--- src/rtl/rbi_pkg.sv ---
package rbi_pkg;
    localparam int REG_W     = 32;
    localparam int IDX_LSB   = 17;
    localparam int BUSY_BIT  = 16;
    localparam int WR_BIT    = 8;
    localparam int RBYTE_LSB = 24;
    localparam int ABORT_BIT = 0;
    localparam int OVR_BIT   = 1;
    localparam logic [1:0] SEL_CMD  = 2'd0;
    localparam logic [1:0] SEL_STAT = 2'd1;
    localparam logic [1:0] SEL_TIME = 2'd2;
    localparam logic [REG_W-1:0] TIMING_RST = 32'h0101_0101;

    typedef enum logic [1:0] {SYM_BIT, SYM_START, SYM_STOP} sym_e;
endpackage

--- src/rtl/rbi_bit_phy.sv ---
module rbi_bit_phy
    import rbi_pkg::*;
#(
    parameter int PH_W = 8
) (
    input  logic            clk,
    input  logic            rst_n,
    input  logic [PH_W-1:0] hi_len,
    input  logic [PH_W-1:0] lo_len,
    input  logic            go,
    input  sym_e            go_sym,
    input  logic            go_tx,
    output logic            done,
    output logic            rx_bit,
    output logic            scl_o,
    output logic            sda_oe,
    input  logic            sda_i
);
    typedef enum logic [1:0] {PH_A, PH_B, PH_C} phase_e;
    typedef struct packed {
        logic            active;
        sym_e            sym;
        logic            tx;
        phase_e          phase;
        logic [PH_W-1:0] cnt;
        logic            hold;
        logic            line;
    } phy_st_t;

    phy_st_t q, d;
    logic [PH_W-1:0] lo_eff;
    logic            level;

    // Data level of each phase for each symbol.
    function automatic logic phase_level(sym_e s, phase_e p, logic t);
        case (s)
            SYM_START: return (p != PH_C);
            SYM_STOP:  return (p == PH_C);
            default:   return t;
        endcase
    endfunction

    always_comb begin
        d      = q;
        done   = 1'b0;
        lo_eff = (lo_len == '0) ? PH_W'(1) : lo_len;
        if (!q.active)
            level = q.line;
        else if (q.phase == PH_A && q.hold)
            level = q.line;            // hold data for one cycle after SCL falls
        else
            level = phase_level(q.sym, q.phase, q.tx);
        d.line = level;
        if (!q.active) begin
            if (go) begin
                d.active = 1'b1;
                d.sym    = go_sym;
                d.tx     = go_tx;
                d.phase  = PH_A;
                d.cnt    = lo_eff;
                d.hold   = 1'b1;
            end
        end else begin
            d.hold = 1'b0;
            if (q.cnt != '0) begin
                d.cnt = q.cnt - 1'b1;
            end else begin
                case (q.phase)
                    PH_A: begin
                        d.phase = PH_B;
                        d.cnt   = hi_len;
                    end
                    PH_B: begin
                        if (q.sym == SYM_BIT) begin
                            done     = 1'b1;
                            d.active = 1'b0;
                        end else begin
                            d.phase = PH_C;
                            d.cnt   = hi_len;
                        end
                    end
                    default: begin
                        done     = 1'b1;
                        d.active = 1'b0;
                    end
                endcase
            end
        end
    end

    always_ff @(posedge clk) begin
        if (!rst_n) begin
            q <= '{active: 1'b0, sym: SYM_BIT, tx: 1'b1, phase: PH_A,
                   cnt: '0, hold: 1'b0, line: 1'b1};
        end else begin
            q <= d;
        end
    end

    assign scl_o  = !(q.active && q.phase == PH_A);
    assign sda_oe = !level;
    assign rx_bit = sda_i;

    assert_sda_stable_scl_high_R9: assert property (@(posedge clk) disable iff (!rst_n)
        (scl_o && $past(scl_o) && !(q.active && q.phase == PH_C)) |-> (level == $past(level)));
endmodule

--- src/rtl/rbi_txn_seq.sv ---
module rbi_txn_seq
    import rbi_pkg::*;
#(
    parameter logic [6:0] DEV_ADDR = 7'h2C
) (
    input  logic       clk,
    input  logic       rst_n,
    input  logic       start,
    input  logic [7:0] start_idx,
    input  logic [7:0] start_data,
    input  logic       start_wr,
    output logic       go,
    output sym_e       go_sym,
    output logic       go_tx,
    input  logic       phy_done,
    input  logic       rx_bit,
    output logic       done_o,
    output logic       abort_o,
    output logic       rdv_o,
    output logic [7:0] rbyte_o
);
    typedef enum logic [3:0] {
        ST_IDLE, ST_START, ST_ADDR_W, ST_INDEX, ST_DATA,
        ST_RSTART, ST_ADDR_R, ST_RDBYTE, ST_STOP
    } stage_e;
    typedef struct packed {
        stage_e     stage;
        logic [3:0] bitcnt;
        logic       issued;
        logic [7:0] idx;
        logic [7:0] wdata;
        logic       is_wr;
        logic [7:0] shreg;
    } seq_st_t;

    localparam logic [3:0] ACK_SLOT = 4'd8;

    seq_st_t    q, d;
    logic [7:0] cur_byte;

    always_comb begin
        d       = q;
        go      = 1'b0;
        go_sym  = SYM_BIT;
        go_tx   = 1'b1;
        done_o  = 1'b0;
        abort_o = 1'b0;
        rdv_o   = 1'b0;
        case (q.stage)
            ST_ADDR_W: cur_byte = {DEV_ADDR, 1'b0};
            ST_INDEX:  cur_byte = q.idx;
            ST_DATA:   cur_byte = q.wdata;
            ST_ADDR_R: cur_byte = {DEV_ADDR, 1'b1};
            default:   cur_byte = 8'hFF;   // read byte: release, then NACK
        endcase
        case (q.stage)
            ST_START, ST_RSTART: go_sym = SYM_START;
            ST_STOP:             go_sym = SYM_STOP;
            default: go_tx = (q.bitcnt != ACK_SLOT) ? cur_byte[3'd7 - q.bitcnt[2:0]] : 1'b1;
        endcase
        if (q.stage == ST_IDLE) begin
            if (start) begin
                d.stage  = ST_START;
                d.idx    = start_idx;
                d.wdata  = start_data;
                d.is_wr  = start_wr;
                d.bitcnt = '0;
                d.issued = 1'b0;
            end
        end else begin
            if (!q.issued) begin
                go       = 1'b1;
                d.issued = 1'b1;
            end
            if (phy_done) begin
                d.issued = 1'b0;
                case (q.stage)
                    ST_START:  d.stage = ST_ADDR_W;
                    ST_RSTART: d.stage = ST_ADDR_R;
                    ST_STOP: begin
                        d.stage = ST_IDLE;
                        done_o  = 1'b1;
                    end
                    default: begin
                        if (q.bitcnt != ACK_SLOT) begin
                            if (q.stage == ST_RDBYTE) d.shreg = {q.shreg[6:0], rx_bit};
                            d.bitcnt = q.bitcnt + 1'b1;
                        end else begin
                            d.bitcnt = '0;
                            if (q.stage != ST_RDBYTE && rx_bit) begin
                                abort_o = 1'b1;
                                d.stage = ST_STOP;
                            end else begin
                                case (q.stage)
                                    ST_ADDR_W: d.stage = ST_INDEX;
                                    ST_INDEX:  d.stage = q.is_wr ? ST_DATA : ST_RSTART;
                                    ST_ADDR_R: d.stage = ST_RDBYTE;
                                    ST_RDBYTE: begin
                                        rdv_o   = 1'b1;
                                        d.stage = ST_STOP;
                                    end
                                    default:   d.stage = ST_STOP;
                                endcase
                            end
                        end
                    end
                endcase
            end
        end
    end

    always_ff @(posedge clk) begin
        if (!rst_n) begin
            q <= '{stage: ST_IDLE, bitcnt: '0, issued: 1'b0, idx: '0,
                   wdata: '0, is_wr: 1'b0, shreg: '0};
        end else begin
            q <= d;
        end
    end

    assign rbyte_o = q.shreg;

    assert_abort_goes_stop_R5: assert property (@(posedge clk) disable iff (!rst_n)
        abort_o |=> (q.stage == ST_STOP));
endmodule

--- src/rtl/rbi_bridge_top.sv ---
module rbi_bridge_top
    import rbi_pkg::*;
#(
    parameter logic [6:0] DEV_ADDR = 7'h2C,
    parameter int         PH_W     = 8
) (
    input  logic        clk,
    input  logic        rst_n,
    input  logic        host_we,
    input  logic [1:0]  host_wsel,
    input  logic [31:0] host_wdata,
    input  logic [1:0]  host_rsel,
    output logic [31:0] host_rdata,
    output logic        scl_o,
    output logic        sda_oe,
    input  logic        sda_i
);
    typedef struct packed {
        logic             busy;
        logic [7:0]       idx;
        logic [7:0]       wdata;
        logic             is_wr;
        logic [7:0]       rbyte;
        logic             abort;
        logic             ovr;
        logic [REG_W-1:0] timing;
    } host_st_t;

    host_st_t   q, d;
    logic       cmd_wr, accept, stat_wr;
    logic       go, go_tx, phy_done, rx_bit;
    sym_e       go_sym;
    logic       seq_done, seq_abort, seq_rdv;
    logic [7:0] seq_rbyte;

    always_comb begin
        d       = q;
        cmd_wr  = host_we && host_wsel == SEL_CMD;
        stat_wr = host_we && host_wsel == SEL_STAT;
        accept  = cmd_wr && !q.busy;
        if (accept) begin
            d.busy  = 1'b1;
            d.idx   = host_wdata[IDX_LSB +: 8];
            d.wdata = host_wdata[7:0];
            d.is_wr = host_wdata[WR_BIT];
        end
        if (seq_done) d.busy = 1'b0;
        if (seq_rdv)  d.rbyte = seq_rbyte;
        d.abort = seq_abort || (q.abort && !(stat_wr && host_wdata[ABORT_BIT]));
        d.ovr   = (cmd_wr && q.busy) || (q.ovr && !(stat_wr && host_wdata[OVR_BIT]));
        if (host_we && host_wsel == SEL_TIME) d.timing = host_wdata;
    end

    always_ff @(posedge clk) begin
        if (!rst_n) begin
            q <= '{busy: 1'b0, idx: '0, wdata: '0, is_wr: 1'b0, rbyte: '0,
                   abort: 1'b0, ovr: 1'b0, timing: TIMING_RST};
        end else begin
            q <= d;
        end
    end

    always_comb begin
        case (host_rsel)
            SEL_CMD:  host_rdata = {7'd0, q.idx, q.busy, 7'd0, q.is_wr, q.wdata};
            SEL_STAT: host_rdata = {q.rbyte, 22'd0, q.ovr, q.abort};
            SEL_TIME: host_rdata = q.timing;
            default:  host_rdata = '0;
        endcase
    end

    rbi_txn_seq #(.DEV_ADDR(DEV_ADDR)) u_seq (
        .clk(clk), .rst_n(rst_n), .start(accept),
        .start_idx(host_wdata[IDX_LSB +: 8]), .start_data(host_wdata[7:0]),
        .start_wr(host_wdata[WR_BIT]), .go(go), .go_sym(go_sym), .go_tx(go_tx),
        .phy_done(phy_done), .rx_bit(rx_bit), .done_o(seq_done),
        .abort_o(seq_abort), .rdv_o(seq_rdv), .rbyte_o(seq_rbyte)
    );

    rbi_bit_phy #(.PH_W(PH_W)) u_phy (
        .clk(clk), .rst_n(rst_n),
        .hi_len(q.timing[PH_W-1:0]), .lo_len(q.timing[8 +: PH_W]),
        .go(go), .go_sym(go_sym), .go_tx(go_tx), .done(phy_done),
        .rx_bit(rx_bit), .scl_o(scl_o), .sda_oe(sda_oe), .sda_i(sda_i)
    );

    assert_busy_on_accept_R2: assert property (@(posedge clk) disable iff (!rst_n)
        (host_we && host_wsel == SEL_CMD && !q.busy) |=> q.busy);
    assert_bus_free_at_end_R2: assert property (@(posedge clk) disable iff (!rst_n)
        $fell(q.busy) |-> (scl_o && !sda_oe));
    assert_ignored_while_busy_R6: assert property (@(posedge clk) disable iff (!rst_n)
        (host_we && host_wsel == SEL_CMD && q.busy) |=> ($stable(q.idx) && q.ovr));
    assert_abort_set_wins_R5: assert property (@(posedge clk) disable iff (!rst_n)
        seq_abort |=> q.abort);
    assert_abort_sticky_R5: assert property (@(posedge clk) disable iff (!rst_n)
        (q.abort && !(host_we && host_wsel == SEL_STAT && host_wdata[ABORT_BIT])) |=> q.abort);
endmodule

--- config.mk ---
export PLATFORM = sky130hd
export DESIGN_NAME = rbi_bridge_top
export DESIGN_NICKNAME = d
export VERILOG_FILES = /design/src/rtl/rbi_pkg.sv /design/src/rtl/rbi_bit_phy.sv /design/src/rtl/rbi_txn_seq.sv /design/src/rtl/rbi_bridge_top.sv
export SDC_FILE = /design/constraint.sdc
export NUM_CORES = 1
export LEC_CHECK = 0
export BUFFER_PORTS_ARGS = -buffer_cell sky130_fd_sc_hd__buf_4
export CAP_MARGIN = 20
export CORE_MARGIN = 2
export CORE_UTILIZATION = 59
export DETAILED_ROUTE_END_ITERATION = 8
export GPL_ROUTABILITY_DRIVEN = 0
export HOLD_SLACK_MARGIN = 0.08
export PLACE_DENSITY = 0.82
export SLEW_MARGIN = 20
export SYNTH_ARGS = -nofsm -noshare
export SYNTH_HDL_FRONTEND = slang
export SYNTH_SLANG_ARGS = --single-unit
--- constraint.sdc ---
create_clock -name clk -period 6.1 [get_ports clk]
set_input_delay 0.61 -clock clk [delete_from_list [all_inputs] [get_ports clk]]
set_output_delay 0.61 -clock clk [all_outputs]
set_load 0.01 [all_outputs]
# == After elaboration in Yosys (flattened, before gate mapping) ==
# Index checks and enable logic that the tools add are counted.
# totals
register_bits,110
# classes
add_sub_neg,3
magnitude_cmp,1
eq_ne,27
mux,51
n_bitwise,4
reduce_logical,39
# ops
operator,count
case mux 32 bit (3 select lines),1
case mux 8 bit (4 select lines),1
two-way mux 1 bit,28
two-way mux 26 bit,1
case mux 4 bit (3 select lines),2
case mux 10 bit (2 select lines),1
two-way mux 9 bit,2
"== test 4 x 3 -> 1 bit, second input constant",4
two-way mux 4 bit,4
two-way mux 8 bit,2
two-way mux 15 bit,1
logical AND 1 bit,12
"!= test 4 bit, second input constant",3
two-way mux 11 bit,1
two-way mux 10 bit,1
AND reduction 3 bit,3
"== test 2 x 1 -> 1 bit, second input constant",4
"== test 2 bit, second input constant",4
"== test 4 x 2 -> 1 bit, second input constant",2
zero test 2 bit,4
zero test 8 bit,1
nonzero test 8 bit,1
"subtractor 8 x 1 -> 8 bit, second input constant",1
"!= test 2 bit, second input constant",3
23 further kinds,38

# == Logic depth before layout (Yosys ltp) ==
# Gate-level depths: netlist of run 1.
# logic_depth
word_depth,8
depth_mapped,9

# == Cells and area by module ==
# From an unflattened synthesis of run 1, not the netlist that was laid out.
# unflattened
hier_cells,650
area_unflattened_um2,5612.9
# modules_own_cells
module,n_inst,cells_per_inst,area_per_inst_um2,seq_area_each_um2
rbi_bridge_top,1,300,2762.6,1201.2
rbi_txn_seq,1,221,1813.0,680.7
rbi_bit_phy,1,129,1037.2,320.3

# == Worst setup path before layout of run 1 ==
# Ideal clock, no wire load.
# synth_timing
path_kind,input -> output
startpoint,input host_rsel[1]
endpoint,output host_rdata[16]
arrival_time_ns,1.822
required_ns,5.490
setup_slack_ns,3.668
path_stages,4
n_path_buf,2
path_cell_list,clkbuf_1 buf_1 mux2i_1 nor2_1
# synth_between
elab_chain_cells,2
word_cells_on_any_way,4
cone_classes,eq/ne (2); mux (1); reduce/logical (1)
# synth_rtl
item,line_no,text
start: declaration,rbi_bridge_top.sv:12,"input logic [1:0] host_rsel,"
"== test 2 bit, or another cell as far along",rbi_bridge_top.sv:64,case (host_rsel)
case mux 32 bit (3 select lines) *,rbi_bridge_top.sv:64,
end: declaration,rbi_bridge_top.sv:13,"output logic [31:0] host_rdata,"
# Mark *: on every way between the ends. The rest lies on a longest branch, timed or not.

# == Final worst setup path of run 1 ==
# layout_timing
startpoint,register u_phy.q[2] (netlist bit)
endpoint,register q[33] (netlist bit)
# layout_between
elab_chain_cells,6
# layout_rtl
item,line_no,text
start: declaration,rbi_bit_phy.sv:30,"phy_st_t q, d;"
start signal: assignment,rbi_bit_phy.sv:93,"q <= '{active: 1'b0, sym: SYM_BIT, tx: 1'b1, phase: PH_A,"
nonzero test 8 bit,rbi_bit_phy.sv:65,if (q.cnt != '0) begin
two-way mux 1 bit,rbi_bit_phy.sv:65,
two-way mux 1 bit,rbi_bit_phy.sv:54,if (!q.active) begin
two-way mux 1 bit,rbi_txn_seq.sv:75,if (phy_done) begin
two-way mux 1 bit,rbi_txn_seq.sv:61,if (q.stage == ST_IDLE) begin
logical OR 1 bit,rbi_bridge_top.sv:49,d.abort = seq_abort || (q.abort && !(stat_wr && host_wdata[ABORT_BIT]));
end signal: assignment,rbi_bridge_top.sv:56,"q <= '{busy: 1'b0, idx: '0, wdata: '0, is_wr: 1'b0, rbyte: '0,"
end: declaration,rbi_bridge_top.sv:29,"host_st_t q, d;"
# No other way between the ends.
# A chain may end at the register's enable or synchronous reset.

==> results of run 1 <==
## worst max-delay path: stages, from the launching register on
cell and delay, ns:
dfxtp_1 0.36, inv_1 0.07, ha_1 0.19, nor4b_1 0.78, nand4_1 0.37, a21oi_1 0.61
nand4_1 0.29, a21oi_1 0.19
## kinds of logic (layout without fill, tap and decap cells)
kind of cell	Yosys count	in the layout	share of synthesized area, %
AND/OR/NAND/NOR	293	293	26.1
AO/OA/AOI/OAI	167	167	19.6
flip-flops	110	110	42.9
buffers and inverters	62	111	4.58
multiplexers	27	27	5.33
adder cells (fa/ha/maj)	6	6	1.46
## per-stage QoR
step / util (%) / instance area (µm²) / total power, mW / setup WS, ns / instances
finish: 68.5 / 5880 / 1.32 / 3.17 / 822
global route: 68.5 / 5880 / 1.37 / 3.00 / 822
CTS: 68.4 / 5880 / 1.32 / 3.07 / 822
detailed placement: 66.2 / 5690 / 0.914 / 3.16 / 806
global placement: 66.2 / 5690 / 0.909 / 3.42 / 806
floorplan: - / 5140 / 0.855 / 3.67 / 665
## power breakdown
group / leakage, nW / internal [mW] / total, mW / switching (mW)
Clock: 0.0944 / 0.157 / 0.418 / 0.261
Sequential: 0.892 / 0.737 / 0.753 / 0.0167
Combinational: 1.30 / 0.0572 / 0.148 / 0.0903
## layout make-up
cell class	instances	area, µm²
clock inverters	6	56.3
multi-input cells	493	2710
clock buffers	10	128
fillers	745	2710
well taps	108	135
inverters	16	60.1
flip-flops and latches	110	2200
repair buffers	79	593
## synth_stat cells (all sizes together) (5+ instances only)
cell type,instances,area [µm²]
and2,9,56.3
inv,15,56.3
nand3,25,125
a22o,8,70.1
or3,5,31.3
nor2b,5,31.3
mux2i,24,240
a21oi,84,420
dfxtp,110,2200
nor3,13,65.1
clkbuf,42,158
and3,5,31.3
nor2,37,139
nor4,6,65.1
nand2,165,619
ha,6,75.1
o21ai,33,165
## path summary, 6_finish.rpt
check	start	to	slack, ns
hold reg to reg	u_seq.q[17]$_SDFFE_PN0P_	u_seq.q[17]$_SDFFE_PN0P_	0.46
setup reg to reg	u_phy.q[2]$_SDFFE_PN0P_	q[33]$_SDFF_PN0_	3.17
hold / removal	host_wdata[16]	q[16]$_SDFFE_PN1P_	0.44
setup / recovery	u_phy.q[2]$_SDFFE_PN0P_	q[33]$_SDFF_PN0_	3.17
## metal layers
| metal | vias to the layer above | share of wire, % | routed length, µm |
|---|---|---|---|
| met2 | 228 | 48 | 6720 |
| met5 | - | 0 | 0 |
| met1 | 2315 | 43 | 5980 |
| li1 | 2399 | - | - |
| met3 | 21 | 7.5 | 1040 |
| met4 | 0 | 1.7 | 237 |
## sequential cells by signal, summed over array words and instances (netlist names)
register and count:
q 60, u_seq.q 26, u_seq.rbyte_o 8, u_phy.q 16
==> impl_summary.md, run 1 <==
Detailed routing
For this run, design rule violations remaining after detail routing come to 0. The mean routed wirelength per cell is 17.0 µm. The routed layout has between 4000 and 5000 vias. The final routed wirelength across all metal layers is about 14000 µm. The count of nets left with antenna violations after detail routing is 0. After detailed routing, the number of vias per cell comes to just over 6. In this run, the number of DRC markers left after iteration 0 of detailed routing was 371. The detailed-router iteration count before antenna repair is 5.

CTS
Post-CTS repair changed the size of 0 cells. The H-tree was split into 3 levels. The TritonCTS clock tree is built. The number of sinks driven by the clock tree is 110.

Clock-pin slew was measured on the worst setup and hold paths at about 0.11 ns. Counting along the longest clock path gives a buffer depth of 2. The number of post-CTS setup repair buffers is 0. The insertion delay of the later-clocked pin in the worst-skew pair is 0.37 ns.

In this run, post-CTS hold repair placed 0 buffers. The buffer cell driving the clock tree root is clkbuf_8. The number of clock buffers added by TritonCTS is 9.

Power
Across the VDD grid, the largest voltage drop is around 0.00013 V. The power density over the cells is about 220 nW/µm². The static leakage is between 2 and 2.5 nW.

Yosys
The number of distinct library cells after synthesis is 58. The number of synthesized flops with an enable pin is 0. The synthesized netlist occupies a cell area of slightly above 5000 µm². The fraction of synthesis flops using an asynchronous set or reset pin is 0%. The number of warning messages in the yosys log is 0. The total nets after synthesis is 711. After synthesis, the mean cell area works out to approximately 7.7 µm². Synthesis produced approximately 670 cells. The proportion of synthesized chip area in sequential cells is 42.9%. Synthesis inferred 110 register bits.

In the synthesized netlist the dominant register cell turns out to be dfxtp_1.

GRT
The met1 global-route usage is 39.9%. Entering global routing, the biggest net connects 56 pins. The first-pass GRT wire length is about 23000 µm.

For this run, global-route usage on met3 was measured as ~4.8%. The overall fraction of global-route tracks in use is 29.1%. The number of antenna violations at the first check in global routing came to 0. The most used routing layer is met2. In the global route stage, met2 resource usage came out at 48.3%. The global route total overflow is 0. The via count of the first global-routing pass is 4581.

STA
The final-layout setup total negative slack is 0 ns. Static timing analysis puts the maximum clock frequency at between 300 and 400 MHz. Setup violations remaining at the end of the flow were counted as 0.

The shortest clock period the worst path allows after layout is between 2 and 3 ns. The number of hold violations in the final report is 0. At the pin with the least slew margin, the transition time is just under 1 ns. Setup repair after global routing left no endpoint under its margin.

In this run the tightest slew margin relative to its limit is between 30% and 40%. The worst-case hold slack is around 0.44 ns. The number of max-slew violations in the final report is 0. The post-route clock period utilization is between 40 and 50%. The maximum clock skew at final layout is 0.0115 ns.

Setup path
The critical path data required time is approximately 6.4 ns. The worst endpoint data arrival time is roughly 3.2 ns. The worst setup path is of the register to register kind. The peak fanout along the critical path is 8. For the worst flop-to-flop path, the logic depth is 7.

The capturing element type of the critical path is a register. The worst setup path is launched from a register.

Flow run
The tool flagged a number of max-cap violations equal to 0.

Finish
The most frequent standard cell in the layout excluding fill and tap cells is nand2_1. In the final layout, the share of cells above drive strength 1 is between 10% and 20%. For this run, the post-layout net count is around 760.

Relative to the synthesized area, the layout overhead comes to 14.6%. The number of antenna repair diodes is 0. In the layout the commonest cells are nand2_1, dfxtp_1, a21oi_1.

Floorplanning
The initial utilization of the core area, before any placement, comes to about three fifths. The cell row count is 34. The horizontal die dimension is 97.3 µm. The total area inside the core boundary comes to 8590 µm². The area enclosed by the die boundary is about 9500 µm².

Measured along the y axis, the die boundary spans 97.3 µm. 74 I/O pins were placed.

Placed design
The count of input and output buffers is 73. The detailed placement HPWL is about 9500 µm.

Hold path
Along the worst hold path, the cell count comes to 3. The worst hold path belongs to the class input port to register.

Status
The run finished with clean final reports.
No activity file was read; power rests on OpenSTA's default activity.
==> run 2: changes to the inputs <==
ABC_AREA = 1   (was default)
CORE_UTILIZATION = 57   (was 59)
PLACE_DENSITY = 0.79   (was 0.82)
clock period = 2.7 ns   (was 6.1 ns; I/O delays follow)
==> run 2 against run 1 <==
- non-clock buffer count is 2 lower
- clock-buffer cell count did not move
- sequential cell count unchanged
- global-route usage fell by 1.5 points
- power grew to 3.1 times the previous value
- sequential power increased to 2.5 times the previous value
- sequential share of layout area shrank 0.35 points
- critical path type is now register to output pin
- largest cell class unchanged
==> impl_summary.md, run 2 <==
Detailed routing
The count of nets left with antenna violations after detail routing is 0 (unchanged). The via count normalized by instance count is 5.55 (was 6.04). The detailed router's first-iteration violation count was 348 (was 371). The mean routed wirelength per cell came to 14.7 µm (was 17.0 µm). The detailed-router iteration count before antenna repair is 5 (unchanged). The total via count in the routed design is 4970 (was 4963). The final routed wirelength across all metal layers is 13200 µm (was 14000 µm). The remaining design rule violation count is 0 (unchanged).

Finish
The utilization of the core after routing was 67.8% (was 68.5%). Largest registers in the final layout: q (60), u_seq.q (26), u_phy.q (16) (unchanged). Commonest cells after routing, fill and taps aside: nand2_1, dfxtp_1, a21oi_1 (unchanged).

The number of nets in the final layout came to 828 (was 755). The number of antenna repair diodes is 0 (unchanged). The fraction of final layout cells with drive strength greater than 1 came to 17.4% (was 14.8%). The largest register by flop count is q (unchanged). The flip-flop count of the largest register, all copies and words added is 60 (unchanged).

The most frequent standard cell in the layout excluding fill and tap cells is nand2_1 (unchanged). The area added between synthesis and finish is 14.9% (was 14.6%).

Power
The net switching power of the design is 1.51 mW (was 0.368 mW). The worst IR drop on VDD is 0.000337 V (was 0.000135 V). The combinational cell fraction of total power is 29.9% (was 11.2%). The design internal power was 2.64 mW (was 0.951 mW).

The switching share of power is 36.5% (was 27.9%). The total power consumption of the routed design came to 4.15 mW (was 1.32 mW). The power density over the cells is 699 nW/µm² (was 224 nW/µm²). The static leakage is 2.40 nW (was 2.29 nW). The clock network power share is 24.0% (was 31.7%). The power share of the sequential group is 46.0% (was 57.1%).

Hold path
The worst hold path class is input port to register (unchanged).

CTS
The clock edge transition at the registers on the reported setup and hold paths is 0.10 ns (was 0.11 ns). The number of buffers created by CTS is 9 (unchanged). The number of buffers added to fix hold violations after cts is 0 (unchanged).

The number of post-CTS setup repair buffers is 0 (unchanged). The buffer cell driving the clock tree root is clkbuf_8 (unchanged). The insertion delay of the later-clocked pin in the worst-skew pair came to 0.37 ns (about the same). The number of buffers between clock root and the deepest sink is 2 (unchanged). The TritonCTS clock tree is built (unchanged).

The count of H-tree levels built during CTS is 3 (unchanged). The number of sinks driven by the clock tree came to 110 (unchanged). The post-cts gate resize count was 0 (unchanged).

GRT
The via count of the first global-routing pass came to 4638 (was 4581). The global route total overflow is 0 (unchanged). The number of antenna violations at the first check in global routing came to 0 (unchanged). The overall fraction of global-route tracks in use is 27.6% (was 29.1%).

The largest net degree at the start of global routing is 70 (was 56). The first-pass GRT wire length is 22000 µm (was 22700 µm).

Yosys
The XOR/XNOR share of the synthesized area was 0.508% (was 0%). The total nets after synthesis is 771 (was 711). The total of flip-flops plus latches after synthesis came to 110 (unchanged).

The most common cell in the netlist was nand2_1 (unchanged). The number of distinct library cells after synthesis is 39 (was 58). The fraction of the mapped netlist area in compound gates is 22.4% (was 19.6%). The number of synthesized flops with an enable pin is 0 (unchanged). The proportion of synthesized chip area in sequential cells is 42.6% (was 42.9%).

The dominant combinational cell family by area after synthesis is simple AND/OR/NAND/NOR gates (unchanged). The cell type with the highest aggregate area in the netlist is dfxtp_1 (unchanged). The number of warning messages in the yosys log is 0 (unchanged). The summed instance area of the synthesized netlist is 5170 µm² (was 5140 µm²). Synth cell count leaders: nand2_1, dfxtp_1, a21oi_1 (unchanged). The area fraction of the dominant cell type after synthesis is 42.6% (was 42.9%). The post-synthesis mux area share is 0% (was 5.33%). The predominant post-synthesis flop cell is dfxtp_1 (unchanged). The area share of fa/ha/maj cells after synthesis is 1.45% (was 1.46%). Synth area leaders: dfxtp_1, a21oi_1, nand2_1 (was dfxtp_1, nand2_1, a21oi_1). The average footprint of a synthesized cell is 7.13 µm² (was 7.72 µm²).

The cell count after synthesis was 725 (was 665). The simple-gate share of the synthesized area is 23.5% (was 26.1%). The fraction of synthesis flops using an asynchronous set or reset pin is 0% (unchanged).

Setup path
The worst endpoint data arrival time is 1.76 ns (was 3.23 ns). The startpoint class of the critical path was a register (unchanged). The critical path data required time is 2.43 ns (was 6.41 ns). The kind of critical path is register to output pin (was register to register). The capturing element type of the critical path is an output pin (was register). The peak fanout along the critical path is 8 (unchanged).

STA
The number of hold violations in the final report is 0 (unchanged). The number of max-slew violations in the final report is 0 (unchanged). The post-route worst setup slack is 0.673 ns (was 3.17 ns). The shortest clock period the worst path allows after layout is around 2 ns. Setup repair after global routing missed its margin: no (unchanged).

Timing would allow up to approximately 500 MHz. The max-slew headroom at the worst pin is 44.8% (was 34.7%). The count of endpoints failing setup in the final report is 0 (unchanged). The final-layout setup total negative slack is 0 ns (unchanged). The worst path uses roughly 75% of the clock period. The worst-margin pin slew is 0.826 ns (was 0.972 ns). The maximum clock skew at final layout is 0.0150 ns (was 0.0115 ns).

Placed design
The count of input and output buffers is 73 (unchanged). The detailed placement HPWL is 9820 µm (was 9490 µm). The post-place setup slack is 0.773 ns (was 3.16 ns).

Status
Result of the run: finished clean (unchanged).

Floorplanning
The number of top-level pins is 74 (unchanged). The vertical die dimension came to 99.2 µm (was 97.3 µm). The horizontal die dimension was 99.2 µm (was 97.3 µm). The core outline area came to 8760 µm² (was 8590 µm²). The area enclosed by the die boundary came to 9850 µm² (was 9470 µm²). The cell row count is 34 (unchanged). The starting utilization of the core area was 59.0% (was 59.8%).

Flow run
The reported max-cap violation count was 0 (unchanged).
==> run 2: logic make-up after synthesis <==
kind of cell,count (synthesis)
fa+ha+maj,6
simple gates,264
flops,110
buf+inv,126
xor+xnor,3
compound gates,216
==> run 2: worst max-delay path, cell delays in order, from the launching register on <==
cell and delay (ns):
dfxtp_1 0.55, inv_1 0.23, a21oi_1 0.20, o221ai_1 0.13
o21ai_0 0.12, buf_4 0.17
==> run 2: area by class of cell <==
class / instances / area [µm²]
fill: 763 / 2820
tap: 108 / 135
clock inverter: 6 / 68.8
inverter: 95 / 357
multi-input combinational: 489 / 2470
clock buffer: 10 / 128
timing repair buffer: 77 / 578
sequential: 110 / 2200
==> run 2: power by group through the flow <==
stage | combinational [mW] | clock, mW | sequential [mW]
6_report | 1.24 | 0.999 | 1.91
3_5_place_dp | 1.22 | 0 | 1.94
4_1_cts | 1.23 | 1.01 | 1.91
2_1_floorplan | 0.955 | 0 | 1.89
3_3_place_gp | 1.18 | 0 | 1.94
5_1_grt | 1.41 | 1.08 | 1.93
==> run 2: worst paths after layout <==
kind	startpoint	endpoint	slack [ns]	depth (start not counted)
min	host_wdata[16]	q[16]$_SDFFE_PN1P_	0.11	3
max reg2reg	u_phy.q[2]$_SDFFE_PN0P_	u_seq.rbyte_o[0]$_SDFFE_PN0P_	0.74	9
max	u_phy.q[15]$_SDFF_PN0_	sda_oe	0.67	5
min reg2reg	q[25]$_SDFFE_PN0P_	q[25]$_SDFFE_PN0P_	0.46	2
==> run 2: per-stage QoR <==
step           cells  instance area, µm²  hold slack (ns)
2_1_floorplan    725                5170            0.396
3_3_place_gp     879                5740            0.438
3_5_place_dp     879                5740            0.446
4_1_cts          895                5940            0.103
5_1_grt          895                5940            0.103
6_report         895                5940            0.110
==> run 2: layer usage <==
| metal | up-vias | share of wire, % | GRT usage, % |
|---|---|---|---|
| li1 | 2511 | - | - |
| met1 | 2295 | 43 | 35.2 |
| met2 | 146 | 49 | 47.8 |
| met3 | 18 | 6.1 | 5.76 |
| met4 | 0 | 1.2 | 7.06 |
| met5 | - | 0 | 0 |
